File: src/rtl/tg_pkg.sv
package tg_pkg;
  localparam int unsigned CNT_W_DEF = 16;

  typedef enum logic [1:0] {
    MODE_SOLO  = 2'd0,
    MODE_COIN  = 2'd1,
    MODE_VALID = 2'd2,
    MODE_SOLO2 = 2'd3
  } tg_mode_e;

  typedef enum logic [1:0] {
    ST_IDLE  = 2'd0,
    ST_DELAY = 2'd1,
    ST_GATE  = 2'd2
  } tg_state_e;

  // window counter preload: counts down to zero on the last open cycle
  function automatic logic [CNT_W_DEF-1:0] win_preload(input logic [CNT_W_DEF-1:0] w);
    return w - 1'b1;
  endfunction

  function automatic logic cnt_done(input logic [CNT_W_DEF-1:0] c);
    return (c == '0);
  endfunction

  function automatic logic solo_mode(input tg_mode_e m);
    return (m == MODE_SOLO) || (m == MODE_SOLO2);
  endfunction
endpackage

File: src/rtl/tg_sync_edge.sv
module tg_sync_edge #(
  parameter int unsigned STAGES = 2
) (
  input  logic clk,
  input  logic rst_n,
  input  logic din_a,
  output logic rise
);
  localparam int unsigned LAST = STAGES - 1;

  logic [STAGES-1:0] chain;
  logic              prev;

  generate
    if (STAGES == 1) begin : g_one
      always_ff @(posedge clk or negedge rst_n)
        if (!rst_n) chain <= '0;
        else        chain <= din_a;
    end else begin : g_many
      always_ff @(posedge clk or negedge rst_n)
        if (!rst_n) chain <= '0;
        else        chain <= {chain[STAGES-2:0], din_a};
    end
  endgenerate

  always_ff @(posedge clk or negedge rst_n)
    if (!rst_n) prev <= 1'b0;
    else        prev <= chain[LAST];

  assign rise = chain[LAST] & ~prev;
endmodule

File: src/rtl/tg_gate_fsm.sv
module tg_gate_fsm
  import tg_pkg::*;
#(
  parameter int unsigned CNT_W = 16
) (
  input  logic             clk,
  input  logic             rst_n,
  input  logic             start,
  input  logic             hit,
  input  logic             solo,
  input  logic             rej_en,
  input  logic [CNT_W-1:0] dly,
  input  logic [CNT_W-1:0] win,
  output logic             ok,
  output logic             rej,
  output logic             busy,
  output logic             gate_open
);
  tg_state_e        st;
  logic [CNT_W-1:0] cnt;
  logic             win_zero;

  assign win_zero  = (win == '0);
  assign busy      = (st != ST_IDLE);
  assign gate_open = (st == ST_GATE);

  always_ff @(posedge clk or negedge rst_n) begin
    if (!rst_n) begin
      st  <= ST_IDLE;
      cnt <= '0;
      ok  <= 1'b0;
      rej <= 1'b0;
    end else begin
      ok  <= 1'b0;
      rej <= 1'b0;
      unique case (st)
        ST_IDLE: begin
          if (start) begin
            st  <= ST_DELAY;
            cnt <= dly;
          end
        end
        ST_DELAY: begin
          if (cnt_done(cnt)) begin
            if (win_zero) begin
              st  <= ST_IDLE;
              rej <= rej_en;
            end else begin
              st  <= ST_GATE;
              cnt <= win_preload(win);
            end
          end else begin
            cnt <= cnt - 1'b1;
          end
        end
        ST_GATE: begin
          if (hit || solo) begin
            st <= ST_IDLE;
            ok <= 1'b1;
          end else if (cnt_done(cnt)) begin
            st  <= ST_IDLE;
            rej <= rej_en;
          end else begin
            cnt <= cnt - 1'b1;
          end
        end
        default: st <= ST_IDLE;
      endcase
    end
  end
endmodule

File: src/rtl/trig_gate_ctrl.sv
module trig_gate_ctrl
  import tg_pkg::*;
#(
  parameter int unsigned CNT_W     = 16,
  parameter int unsigned SYNC_STGS = 2
) (
  input  logic             clk,
  input  logic             rst_n,
  input  logic             ext_trig_a,
  input  logic             mult_ok,
  input  logic             inhibit,
  input  logic [1:0]       mode,
  input  logic             rej_en,
  input  logic [CNT_W-1:0] dly_cyc,
  input  logic [CNT_W-1:0] win_cyc,
  output logic             trig_ok,
  output logic             trig_rej,
  output logic             stop_samp
);
  tg_mode_e mode_e;
  logic     ext_rise_w;
  logic     start_raw_w;
  logic     start_w;
  logic     hit_w;
  logic     solo_w;
  logic     busy_w;
  logic     gate_open_w;
  logic     ok_w;
  logic     rej_w;

  assign mode_e = tg_mode_e'(mode);

  tg_sync_edge #(.STAGES(SYNC_STGS)) u_sync (
    .clk   (clk),
    .rst_n (rst_n),
    .din_a (ext_trig_a),
    .rise  (ext_rise_w)
  );

  assign solo_w      = solo_mode(mode_e);
  assign start_raw_w = (mode_e == MODE_VALID) ? mult_ok : ext_rise_w;
  assign start_w     = start_raw_w & ~inhibit;
  assign hit_w       = (mode_e == MODE_COIN)  ? mult_ok :
                       (mode_e == MODE_VALID) ? ext_rise_w : 1'b0;

  tg_gate_fsm #(.CNT_W(CNT_W)) u_fsm (
    .clk       (clk),
    .rst_n     (rst_n),
    .start     (start_w),
    .hit       (hit_w),
    .solo      (solo_w),
    .rej_en    (rej_en),
    .dly       (dly_cyc),
    .win       (win_cyc),
    .ok        (ok_w),
    .rej       (rej_w),
    .busy      (busy_w),
    .gate_open (gate_open_w)
  );

  assign trig_ok   = ok_w;
  assign trig_rej  = rej_w;
  assign stop_samp = ok_w;
endmodule

File: config.mk
export PLATFORM = sky130hd
export DESIGN_NAME = trig_gate_ctrl
export DESIGN_NICKNAME = d
export VERILOG_FILES = /design/src/rtl/tg_pkg.sv /design/src/rtl/tg_sync_edge.sv /design/src/rtl/tg_gate_fsm.sv /design/src/rtl/trig_gate_ctrl.sv
export SDC_FILE = /design/constraint.sdc
export NUM_CORES = 1
export LEC_CHECK = 0
export ABC_AREA = 1
export BUFFER_PORTS_ARGS = -buffer_cell sky130_fd_sc_hd__buf_2
export CAP_MARGIN = 20
export CORE_UTILIZATION = 45
export CTS_CLUSTER_DIAMETER = 50
export DETAILED_ROUTE_END_ITERATION = 8
export GPL_TIMING_DRIVEN = 1
export PLACE_DENSITY = 0.69
export SETUP_SLACK_MARGIN = 0.2
export SLEW_MARGIN = 20
export SYNTH_ARGS = -nofsm -noshare
export SYNTH_HDL_FRONTEND = slang
export SYNTH_SLANG_ARGS = --single-unit
File: constraint.sdc
create_clock -name clk -period 1.6 [get_ports clk]
set_input_delay 0.16 -clock clk [delete_from_list [all_inputs] [get_ports clk]]
set_output_delay 0.16 -clock clk [all_outputs]
set_load 0.005 [all_outputs]
==> results.md, run 1 <==
STA:
- The final critical-path setup slack is -0.0629 ns.
- The total count of hold-check failures in the final report came to 0.
- The measured slew at the worst slew-check pin is roughly 0.56 ns.
- The worst-case clock skew is about 0.0066 ns.
- The number of pins with negative max-slew slack in the final report is 0.
- The worst slew slack as a fraction of its limit is 0.627.
- The post-route fraction of the period consumed by the critical path is 1.04.
- The highest attainable clock frequency is approximately 600 MHz.
- Setup repair after global routing could not meet its margin everywhere.
- The number of setup violations in the final report is 17.
- The time the worst path needs with I/O delays and setup is 1.66 ns.

Setup path:
- The largest individual stage delay along the critical path comes from the cell dfrtp_1.
- The critical path in this run is classified as flip-flop to flip-flop.
- The signal arrival time at the worst endpoint is 1.83 ns.
- Of all nets on the critical path, the largest fanout is 5.
- The signal on the critical path passes through inv_2, ha_4, nand2_4, nor2_4, nand4_4, inv_4, nand2_4, nand2_8, clkbuf_16, nor2_2, nand2_1, nand2_1.
- The type of origin of the critical path is a flip-flop.
- At the worst endpoint, the required time is 1.77 ns.
- STA classifies the critical path endpoint as a flip-flop.
- For this run, the slowest stage of the critical path takes 0.41 ns.

Die:
- For this configuration, the core starts out at a cell density of 0.470.
- Measured along the y axis, the die boundary spans 72.5 µm.
- The total area inside the core boundary comes to 4750 µm².
- From left edge to right edge, the die measures a little over 70 µm.
- The count of standard-cell rows is 25.
- The top-level I/O count is 43.
- The full die area is around 5300 µm².

Final layout:
- The area added between synthesis and finish is 39.4%.
- The ratio of cells with drive above 1 in the final layout is 0.317.
- 0 antenna diodes ended up in the layout.
- Counting the fill cells in the layout gives 444.
- Leaving out filler cells and counting taps, the final layout contains between 500 and 600.
- The library cell used most frequently in the layout, excluding fill and tap cells, is nand2_1.
- The top cell types in the final layout, fill and taps aside, are nand2_1, nor2_1, buf_4.
- For this run, the post-layout net count is approximately 500.

Logic synthesis:
- The most used flip-flop cell after synthesis is dfrtp_1.
- For this run, asynchronously set or reset flops after synthesis account for 1.00.
- After technology mapping, the gate count stands at 367.
- The number of synthesis warnings is 0.
- The flip-flop and latch count after synthesis is 23.
- In this run the mean area of a mapped cell was 6.09 µm².
- The synthesized netlist contains 27 unique library cells.
- Yosys mapped a number of flops with a built-in enable equal to 0.
- The sequential fraction of the synthesis area is 0.258.
- The post-synthesis cell area is between 2000 and 2500 µm².
- The synthesized netlist net count is 416.

Pwr:
- The power per cell area is 1510 nW/µm².
- The analysis attributes to cell leakage a power of 1.67 nW.
- For this design the total switching power over the nets is around 0.0022 W.
- The share of total power dissipated in combinational logic is 0.707.
- The worst-case IR drop observed on VDD is between 0.7 and 0.8 mV.
- The sequential power share is 0.210.
- The fraction of power spent switching nets is 0.470.
- Internal power comes to 0.00249 W.
- The share of total power dissipated in the clock network is 0.083.
- The total chip power is 0.00471 W.

Placement:
- After detailed placement, the design holds a cell count of 507.
- The total of buffers placed on input and output ports is 42.
- The total half-perimeter wirelength after legalization and detailed placement is 4.68 mm.
- Routability-driven placement finished with a final weighted congestion of roughly 0.9.

Detailed routing:
- The first detailed-routing pass ran for 4 iterations.
- The number of nets with antenna violations after routing is 0.
- After detailed routing, the number of vias per cell comes to 4.76.
- The post-detailed-route wirelength per cell is 12.0 µm.
- The count of routing violations after the opening detailed-route iteration is 160.
- The detailed-route wire length is around 6.3 mm.
- In the routed design, unresolved DRC markers number 0.
- The number of vias in the routed layout is 2496.

Clock tree:
- The clock drives 23 sinks.
- The root buffer selected by CTS is clkbuf_8.
- No sink is reached through more buffers than the 2 on the longest clock path.
- The CTS tree is built.
- The clock latency on the worst-skew pair is approximately 0.28 ns.
- Clock-pin slew was measured on the worst setup and hold paths at 0.09 ns.
- The number of CTS-inserted buffers is 3.
- The depth of the CTS H-tree is 1.

Global route:
- The number of global-route vias before repair is 2269.
- The first global-routing pass estimated around 10 mm of wire.
- Entering global routing, the biggest net connects 24 pins.
- For this run, the total global-route usage over all layers was measured as 0.248.
- The initial antenna violation count is 0.
- Summed over all layers, the global routing overflow is 0.

Worst hold path:
- The worst hold path belongs to the class primary input to flip-flop.

Status:
- The checks that failed: negative setup slack.
- The flow ran to the end, but the final reports show violations.

Run:
- The tool flagged a number of max-cap violations equal to 0.
state kept, by name, indices dropped and copies added, names as in the netlist:
name and cells:
u_fsm.st 2, u_fsm.rej 1, u_fsm.ok 1, u_sync.chain 2, u_fsm.cnt 16, u_sync.prev 1
power by group through the flow:
| stage | clock, W | combinational [W] | sequential, W |
|---|---|---|---|
| after global placement | 0 | 0.00280 | 0.000973 |
| after detailed placement | 0 | 0.00288 | 0.000975 |
| final | 0.000390 | 0.00333 | 0.000991 |
| after global routing | 0.000417 | 0.00369 | 0.00101 |
| after CTS | 0.000394 | 0.00295 | 0.000978 |
| after floorplan | 0 | 0.00184 | 0.00102 |
repair_timing:
action / 4_1_cts / 5_1_grt
hold endpoints to repair: 24 / 0
pin swaps: 2 / 10
endpoints found under the setup margin: 19 / 19
resized for setup: 8 / 24
hold buffers: 2 / 0
cloned: 0 / 2
setup buffers: 3 / 6
critical path, delay by kind of cell, from the launching register on:
kind	cells	cell delay, ns
adders and majority gates	1	0.16
DFF	1	0.41
buffers and inverters	3	0.34
and+or+nand+nor	8	0.65
final timing paths:
kind	slack [ns]	to	depth (start not counted)	from
hold reg to reg	0.36	u_sync.chain[1]	0	u_sync.chain[0]
hold / removal	0.11	u_fsm.rej	3	rej_en
max in group asynchronous	0.83	u_fsm.cnt[14]	2	rst_n
min in group asynchronous	0.40	u_fsm.cnt[2]	2	rst_n
setup reg to reg	-0.06	u_fsm.cnt[12]	12	u_fsm.cnt[0]
setup / recovery	-0.06	u_fsm.cnt[12]	12	u_fsm.cnt[0]
stage by stage:
step | worst slack [ns] | hold WS (ns) | area (µm²) | utilization | setup TNS [ns]
CTS | -0.0256 | 0.0983 | 2930 | 0.617 | -0.126
floorplan | 0.115 | -0.136 | 2260 | - | 0
detailed placement | -0.0603 | 0.187 | 2820 | 0.593 | -0.511
global placement | -0.0108 | 0.181 | 2820 | 0.593 | -0.0232
global route | -0.161 | 0.109 | 3120 | 0.655 | -2.24
finish | -0.0629 | 0.112 | 3120 | 0.655 | -0.776
routing by layer:
| metal | track usage | vias to the layer above | wire [µm] |
|---|---|---|---|
| met2 | 0.407 | 72 | 2970 |
| met5 | 0 | - | 0 |
| met4 | 0.0588 | 0 | 65 |
| met1 | 0.350 | 1097 | 2910 |
| li1 | - | 1320 | - |
| met3 | 0.0278 | 7 | 355 |
synthesized netlist by cell type (all sizes together) (4+ instances only):
cell type / n / area share
xor2: 11 / 0.043
nand3b: 4 / 0.013
nand2: 130 / 0.23
ha: 9 / 0.050
nand3: 36 / 0.081
buf: 6 / 0.027
nor2: 87 / 0.16
dfrtp: 23 / 0.26
o21ai: 6 / 0.013
inv: 34 / 0.057
logic make-up after synthesis:
logic type | after synthesis | synth area share
compound gates | 16 | 0.0442
buf+inv | 43 | 0.0890
fa+ha+maj | 9 | 0.0504
simple gates | 262 | 0.504
flops | 23 | 0.258
xor+xnor | 14 | 0.0549
final cells by class:
cell class	instances	area (µm²)	share of cell area
Multi-Input combinational cell	301	1590	0.511
Timing Repair Buffer	95	689	0.221
Sequential cell	23	576	0.185
Inverter	34	130	0.0418
Tap cell	67	83.8	0.0269
Clock buffer	4	45.0	0.0145
Power figures use the tool's default switching activity.
==> run 2: changes to the inputs <==
Settings changed: PLACE_DENSITY 0.69 to 0.76.
==> results.md, run 2 (synthesis results as in run 1) <==
Detailed routing:
- The number of vias in the routed layout is 2672.
- The final routed DRC violation total is 0.
- Using the TritonRoute via totals, the vias-per-cell ratio works out to about 5.1.
- The length of routed wiring on met1 is 2.81 mm.
- The post-detailed-route wirelength per cell is 12.8 µm.
- The detail route stage leaves a number of antenna-violating nets equal to 0.
- The routed design uses between 3 and 4 mm of met2 wire.
- After the first detailed-routing iteration, the DRC count stood at 160.
- The first-pass iteration count of the detailed router is 4.
- Detailed routing placed a total of between 400 and 500 µm of wire on met3.
- The detailed-route wire length is between 6 and 7 mm.
- After detailed routing, no signal wire sits above met4.

Placement:
- The final estimated routing congestion in global placement is between 0.9 and 1.
- The total half-perimeter wirelength after legalization and detailed placement is about 4.7 mm.
- Prior to clock tree synthesis, the placed netlist has a worst setup slack of -0.0711 ns.
- The cell area after placement is ~2800 µm².
- Buffers placed on the I/O ports in this run total 42.

STA:
- The measured slew at the worst slew-check pin is 0.551 ns.
- The final hold slack is 0.125 ns.
- The number of setup violations in the final report is 18.
- The total count of hold-check failures in the final report is 0.
- The worst-case clock skew is approximately 0.0094 ns.
- The number of pins with negative max-slew slack in the final report is 0.
- The worst pin sits at a relative slew slack of 0.633.
- Setup repair after global routing could not meet its margin everywhere.
- The post-route fraction of the period consumed by the critical path is 1.07.
- The smallest clock period supported by the final layout is computed as 1.71 ns.
- The highest attainable clock frequency is 583 MHz.
- Across all setup checks in the final design, the least slack found is -0.115 ns.

Final layout:
- The flip-flop count of the largest register, all copies and words added is 16.
- In the final layout, the share of cells above drive strength 1 is 0.341.
- The library cells used most frequently in the layout, excluding fill and tap cells, are nand2_1, nor2_1, buf_4.
- Compared with the post-synthesis result, the final layout area differs by 43.1%.
- The number of nets in the finished design is 511.
- The largest registers in the layout are u_fsm.cnt x16, u_fsm.st x2, u_sync.chain x2.
- Leaving out fill and tap cells, the most frequent cell in the layout is nand2_1.
- The repair_antennas step left the layout with diodes totalling 0.
- Ranked by flip-flop count, first place goes to u_fsm.cnt.
- The post-layout instance area is between 3000 and 4000 µm².

Die:
- Pin placement for this block handled 43 I/O pins.
- The chip width is 72.5 µm.
- The total core area is 4750 µm².
- The full die area is 5250 µm².
- The floorplan step set the die height to 72.5 µm.
- The floorplan has 25 rows.
- The starting density of the core is 0.470.

Pwr:
- The largest vdd supply drop is a little under 0.8 mV.
- The power per cell area is 1550 nW/µm².
- The leakage power figure is about 1.7 nW.

Global route:
- The number of global-route vias before repair was 2371.
- The initial antenna violation count is 0.
- Global routing finished with a remaining overflow of 0.
- The pin count of the biggest net entering global routing is 24.
- Across every metal layer, demand over resource in global routing totals 0.255.
- The wire length of the first global-routing pass is about 10 mm.

Setup path:
- The highest fanout seen on the critical path is 6.
- The destination of the worst register-to-register timing path is u_fsm.cnt[1].
- In this run the critical register-to-register path is launched from u_fsm.cnt[0].
- The worst setup path is launched from a flip-flop.
- The endpoint type of the worst setup path is a flip-flop.
- For flop-to-flop paths, the worst setup slack is -0.11 ns.
- The worst-case reg-to-reg path depth is 12.
- At the worst endpoint, the arrival time is 1.88 ns.
- The worst endpoint required time is 1.76 ns.
- The critical path class is flip-flop to flip-flop.

Clock tree:
- Counting the buffers created by CTS gives 3.
- The root buffer selected by CTS is clkbuf_8.
- The clock net in this run drives a total of 23 sinks.
- CTS built an H-tree with a depth of 1.
- At the later pin of the worst-skew pair, clock insertion delay measures 0.27 ns.
- After clock tree synthesis, the clock-pin slew on the worst setup and hold paths is 0.08 ns.
- The maximum clock path buffer count is 2.
- TritonCTS built the clock tree.

Status:
- The run finished, with violations left.
- The checks that failed: negative setup slack.

Worst hold path:
- The worst hold path begins at rej_en.
- The type of the tightest min-delay check is primary input to flip-flop.
- The sink of the worst hold path is u_fsm.rej.
- The worst hold path passes through 3 cells.

Run:
- Max-cap violations in this run came to 0.
run 2: cell types whose count changed in the layout (fill, tap and decap cells not counted), moves of 2 or more:
cell | previous run | this run
nor2_1 | 66 | 62
o21ai_2 | 0 | 2
o21ai_1 | 2 | 0
nor2_2 | 14 | 18
buf_6 | 1 | 3
run 2: stage by stage:
step,instances,utilization,power (W),TNS (ns)
after floorplan,367,-,0.00286,0
final,528,0.672,0.00494,-1.56
after global routing,528,0.672,0.00533,-3.03
after global placement,508,0.595,0.00380,-0.0380
after CTS,520,0.631,0.00445,-0.351
after detailed placement,508,0.595,0.00386,-0.691
run 2: how the worst max path moves through the flow:
stage,startpoint,to,slack (ns)
global placement,u_fsm.cnt[1],u_fsm.cnt[1],-0.02
detailed placement,mode[0],u_fsm.cnt[4],-0.07
finish,u_fsm.cnt[0],u_fsm.cnt[1],-0.11
floorplan,u_fsm.cnt[2],u_fsm.cnt[1],0.12
global route,u_fsm.cnt[0],u_fsm.cnt[2],-0.20
CTS,u_fsm.cnt[0],u_fsm.cnt[4],-0.04
run 2: power by group:
part	internal, W	switching [W]	total (W)
combinational	0.00163	0.00193	0.00357
clock	0.000178	0.000201	0.000379
sequential	0.000811	0.000190	0.00100
total	0.00262	0.00232	0.00494
run 2: metal layers:
layer	GRT usage	up-vias
li1	-	1326
met1	0.339	1234
met2	0.432	96
met3	0.0347	16
met4	0.0675	0
met5	0	-
run 2: critical path: stages (launching register included):
cell and delay, ns:
dfrtp_1 0.40, inv_2 0.11, ha_4 0.15, nand2_4 0.05, nor2_4 0.14, nand3_2 0.13
nor2_4 0.15, nor2_4 0.08, nand2_8 0.11, clkbuf_16 0.15, nor2_2 0.03, nand2_1 0.05
nand2_1 0.04
run 2: timing repair:
item                                    CTS  global route
buffers inserted                          6             5
endpoints found under the setup margin   19            19
endpoints found under the hold margin    24             0
pin swaps                                 8            12
gates cloned                              0             3
hold buffers                              2             0
resized for setup                        17            25
run 2: cell type report:
| class | instances | area, µm² |
|---|---|---|
| flip-flops and latches | 23 | 576 |
| fillers | 416 | 1560 |
| well taps | 67 | 83.8 |
| multi-input cells | 301 | 1620 |
| inverters | 34 | 130 |
| repair buffers | 99 | 744 |
| clock buffers | 4 | 45.0 |
==> run 3: changes to the inputs <==
Settings changed: REMOVE_ABC_BUFFERS set to 1.
==> results.md, run 3 (synthesis results as in run 1) <==
Status:
- The flow ran to the end, but the final reports show violations.
- The checks that failed: negative setup slack.

Global route:
- The number of global-route vias before repair is 2307.
- The wire length of the first global-routing pass is 10.1 mm.
- The initial antenna violation count is 0.
- Across every metal layer, demand over resource in global routing totals 0.245.
- The pin count of the biggest net entering global routing is 24.
- The total grt overflow is 0.

Setup path:
- In this run the critical register-to-register path is launched from u_fsm.cnt[1].
- The endpoint type of the worst setup path is a flip-flop.
- The biggest cell delay along the critical path is 0.40 ns.
- The worst setup path is of the flip-flop to flip-flop kind.
- The number of buffers and inverters on the critical path is 4.
- In this run the register-to-register setup slack is -0.07 ns.
- The worst endpoint required time is 1.77 ns.
- The highest fanout seen on the critical path is 4.
- By instance count, the cell type seen most on the critical path is nand2_1.
- The worst-case reg-to-reg path depth is 11.
- The most critical setup path has its startpoint at u_fsm.cnt[1].
- Counting buffers and inverters, the worst setup path is 11 cells deep.
- On the critical path, the stage with the largest delay is an instance of dfrtp_1.
- The family with the most delay on the worst path is simple AND/OR/NAND/NOR gates.
- The type of origin of the critical path is a flip-flop.
- The critical path endpoint is u_fsm.cnt[4].
- The critical path goes through inv_2, buf_4, ha_4, nand2_2, buf_4, inv_1, or2_2, nand3_1, nand2_1, nand2_1, nand2_1.
- The destination of the worst register-to-register timing path is u_fsm.cnt[4].
- The signal arrival time at the worst endpoint is 1.84 ns.

Final layout:
- Fill cells in the final layout number between 400 and 500.
- The count of antenna diodes in the layout is 0.
- The area added between synthesis and finish is 34.9%.
- The register containing the most flip-flops in the final layout is u_fsm.cnt.
- The finished cells cover roughly 3000 µm².
- The library cell used most frequently in the layout, excluding fill and tap cells, is nand2_1.
- The flip-flop count of the largest register, all copies and words added is 16.
- The utilization after layout is 0.634.
- The top cell types in the final layout, fill and taps aside, are nand2_1, nor2_1, buf_2.
- The largest registers in the layout are u_fsm.cnt x16, u_fsm.st x2, u_sync.chain x2.
- The ratio of cells with drive above 1 in the final layout is 0.298.
- The number of nets in the finished design is 500.

STA:
- Measured against its own limit, the worst slew margin works out to 0.636.
- Across the routed clock network, the largest skew measured is 0.00305 ns.
- The total count of hold-check failures in the final report was 0.
- Setup violations remaining at the end of the flow were counted as 8.
- The time the worst path needs with I/O delays and setup is 1.67 ns.
- Setup repair after global routing could not meet its margin everywhere.
- The highest attainable clock frequency is 600 MHz.
- The post-route fraction of the period consumed by the critical path is 1.04.
- The final hold slack is 0.122 ns.
- Setup slack on the critical path of the routed design comes to -0.0675 ns.
- The sum of negative setup slack is -0.118 ns.
- The measured slew at the worst slew-check pin is 0.546 ns.
- The number of pins with negative max-slew slack in the final report came to 0.

Clock tree:
- In this run the number of H-tree levels came out at 1.
- The clock net in this run drives a total of 23 sinks.
- The root buffer selected by CTS is clkbuf_8.
- Clock-pin slew was measured on the worst setup and hold paths at about 0.090 ns.
- The clock latency on the worst-skew pair is 0.27 ns.
- The number of CTS-inserted buffers is 3.
- The CTS tree is built.
- The maximum clock path buffer count is 2.

Detailed routing:
- Dividing the detail-routed wire length by the instance count gives 11.7 µm.
- The first-pass iteration count of the detailed router is 4.
- The final routed DRC violation total is 0.
- The detail route stage leaves a number of antenna-violating nets equal to 0.
- The number of vias per cell is 4.78.
- The detailed-route wire length is 6.07 mm.
- The routed layout has 2473 vias.
- After the first detailed-routing iteration, the DRC count stood at 194.

Worst hold path:
- The worst hold path belongs to the class primary input to flip-flop.

Die:
- For this configuration, the core starts out at a cell density of 0.470.
- The count of standard-cell rows is 25.
- The die covers 5250 µm².
- The total core area is between 4000 and 5000 µm².
- From bottom edge to top edge, the die measures 72.5 µm.
- The chip width is 72.5 µm.
- During I/O placement, the number of pins put on the boundary was 43.

Pwr:
- Summed over all nets, the switching power comes to 0.00214 W.
- The analysis attributes to cell leakage a power of ~1.6 nW.
- The power per cell area is 1510 nW/µm².
- The share of total power dissipated in sequential elements is 0.223.
- Of the total power, the share spent switching nets is 0.470.
- The relative contribution of the clock network to total power is 0.083.
- The proportion of power drawn by combinational gates is 0.693.
- Internal power comes to 0.00241 W.
- IR analysis of the VDD net gives a maximum drop of 0.749 mV.

Run:
- The tool flagged a number of max-cap violations equal to 0.

Placement:
- The total of buffers placed on input and output ports is 42.
- The final estimated routing congestion in global placement is between 0.8 and 0.9.
- Detailed placement finished with a half-perimeter wire length of 4.65 mm.
- The setup slack after placement is -0.0498 ns.
- The cell area after placement is around 2800 µm².
[run 3: worst reg2reg max path, stage by stage (launching register included)]
cell and delay, ns:
dfrtp_1 0.40, inv_2 0.07, buf_4 0.14, ha_4 0.15
nand2_2 0.09, buf_4 0.13, inv_1 0.07, or2_2 0.27
nand3_1 0.09, nand2_1 0.06, nand2_1 0.06, nand2_1 0.04
[run 3: worst min path at each step]
stage          cells after the start            to  startpoint
2_1_floorplan                      0  u_fsm.cnt[0]       rst_n
3_3_place_gp                       1  u_fsm.cnt[0]       rst_n
3_5_place_dp                       1  u_fsm.cnt[0]       rst_n
4_1_cts                            3     u_fsm.rej      rej_en
5_1_grt                            3     u_fsm.rej      rej_en
6_report                           3     u_fsm.rej      rej_en
[run 3: layer usage]
layer | part of all wire | global-route usage | vias to the layer above
li1 | - | - | 1299
met4 | 0.017 | 0.0719 | 0
met5 | 0 | 0 | -
met3 | 0.046 | 0.0264 | 13
met2 | 0.46 | 0.402 | 71
met1 | 0.47 | 0.341 | 1090
[run 3: power by group through the flow]
stage          Clock [W]  Sequential (W)  Combinational (W)
3_5_place_dp           0        0.000984            0.00288
2_1_floorplan          0         0.00101            0.00166
4_1_cts         0.000384        0.000987            0.00301
6_report        0.000379         0.00102            0.00315
5_1_grt         0.000412         0.00103            0.00351
3_3_place_gp           0        0.000974            0.00281
[run 3: layout make-up]
class | count | area [µm²] | share of cell area
Timing Repair Buffer | 88 | 611 | 0.203
Multi-Input combinational cell | 301 | 1570 | 0.521
Sequential cell | 23 | 577 | 0.191
Inverter | 34 | 128 | 0.0423
Tap cell | 67 | 83.8 | 0.0278
Clock buffer | 3 | 41.3 | 0.0137
Clock inverter | 1 | 5.00 | 0.00166
[run 3: per-stage QoR]
stage               std cells  power [W]
detailed placement        509    0.00387
global route              517    0.00496
global placement          509    0.00378
finish                    517    0.00454
CTS                       516    0.00438
floorplan                 358    0.00268
[run 3: timing repair]
action / CTS / global route
resized for setup: 14 / 15
hold endpoints to repair: 24 / 0
hold buffers: 2 / 0
endpoints found under the setup margin: 19 / 19
pin swaps: 3 / 4
setup buffers: 1 / 1
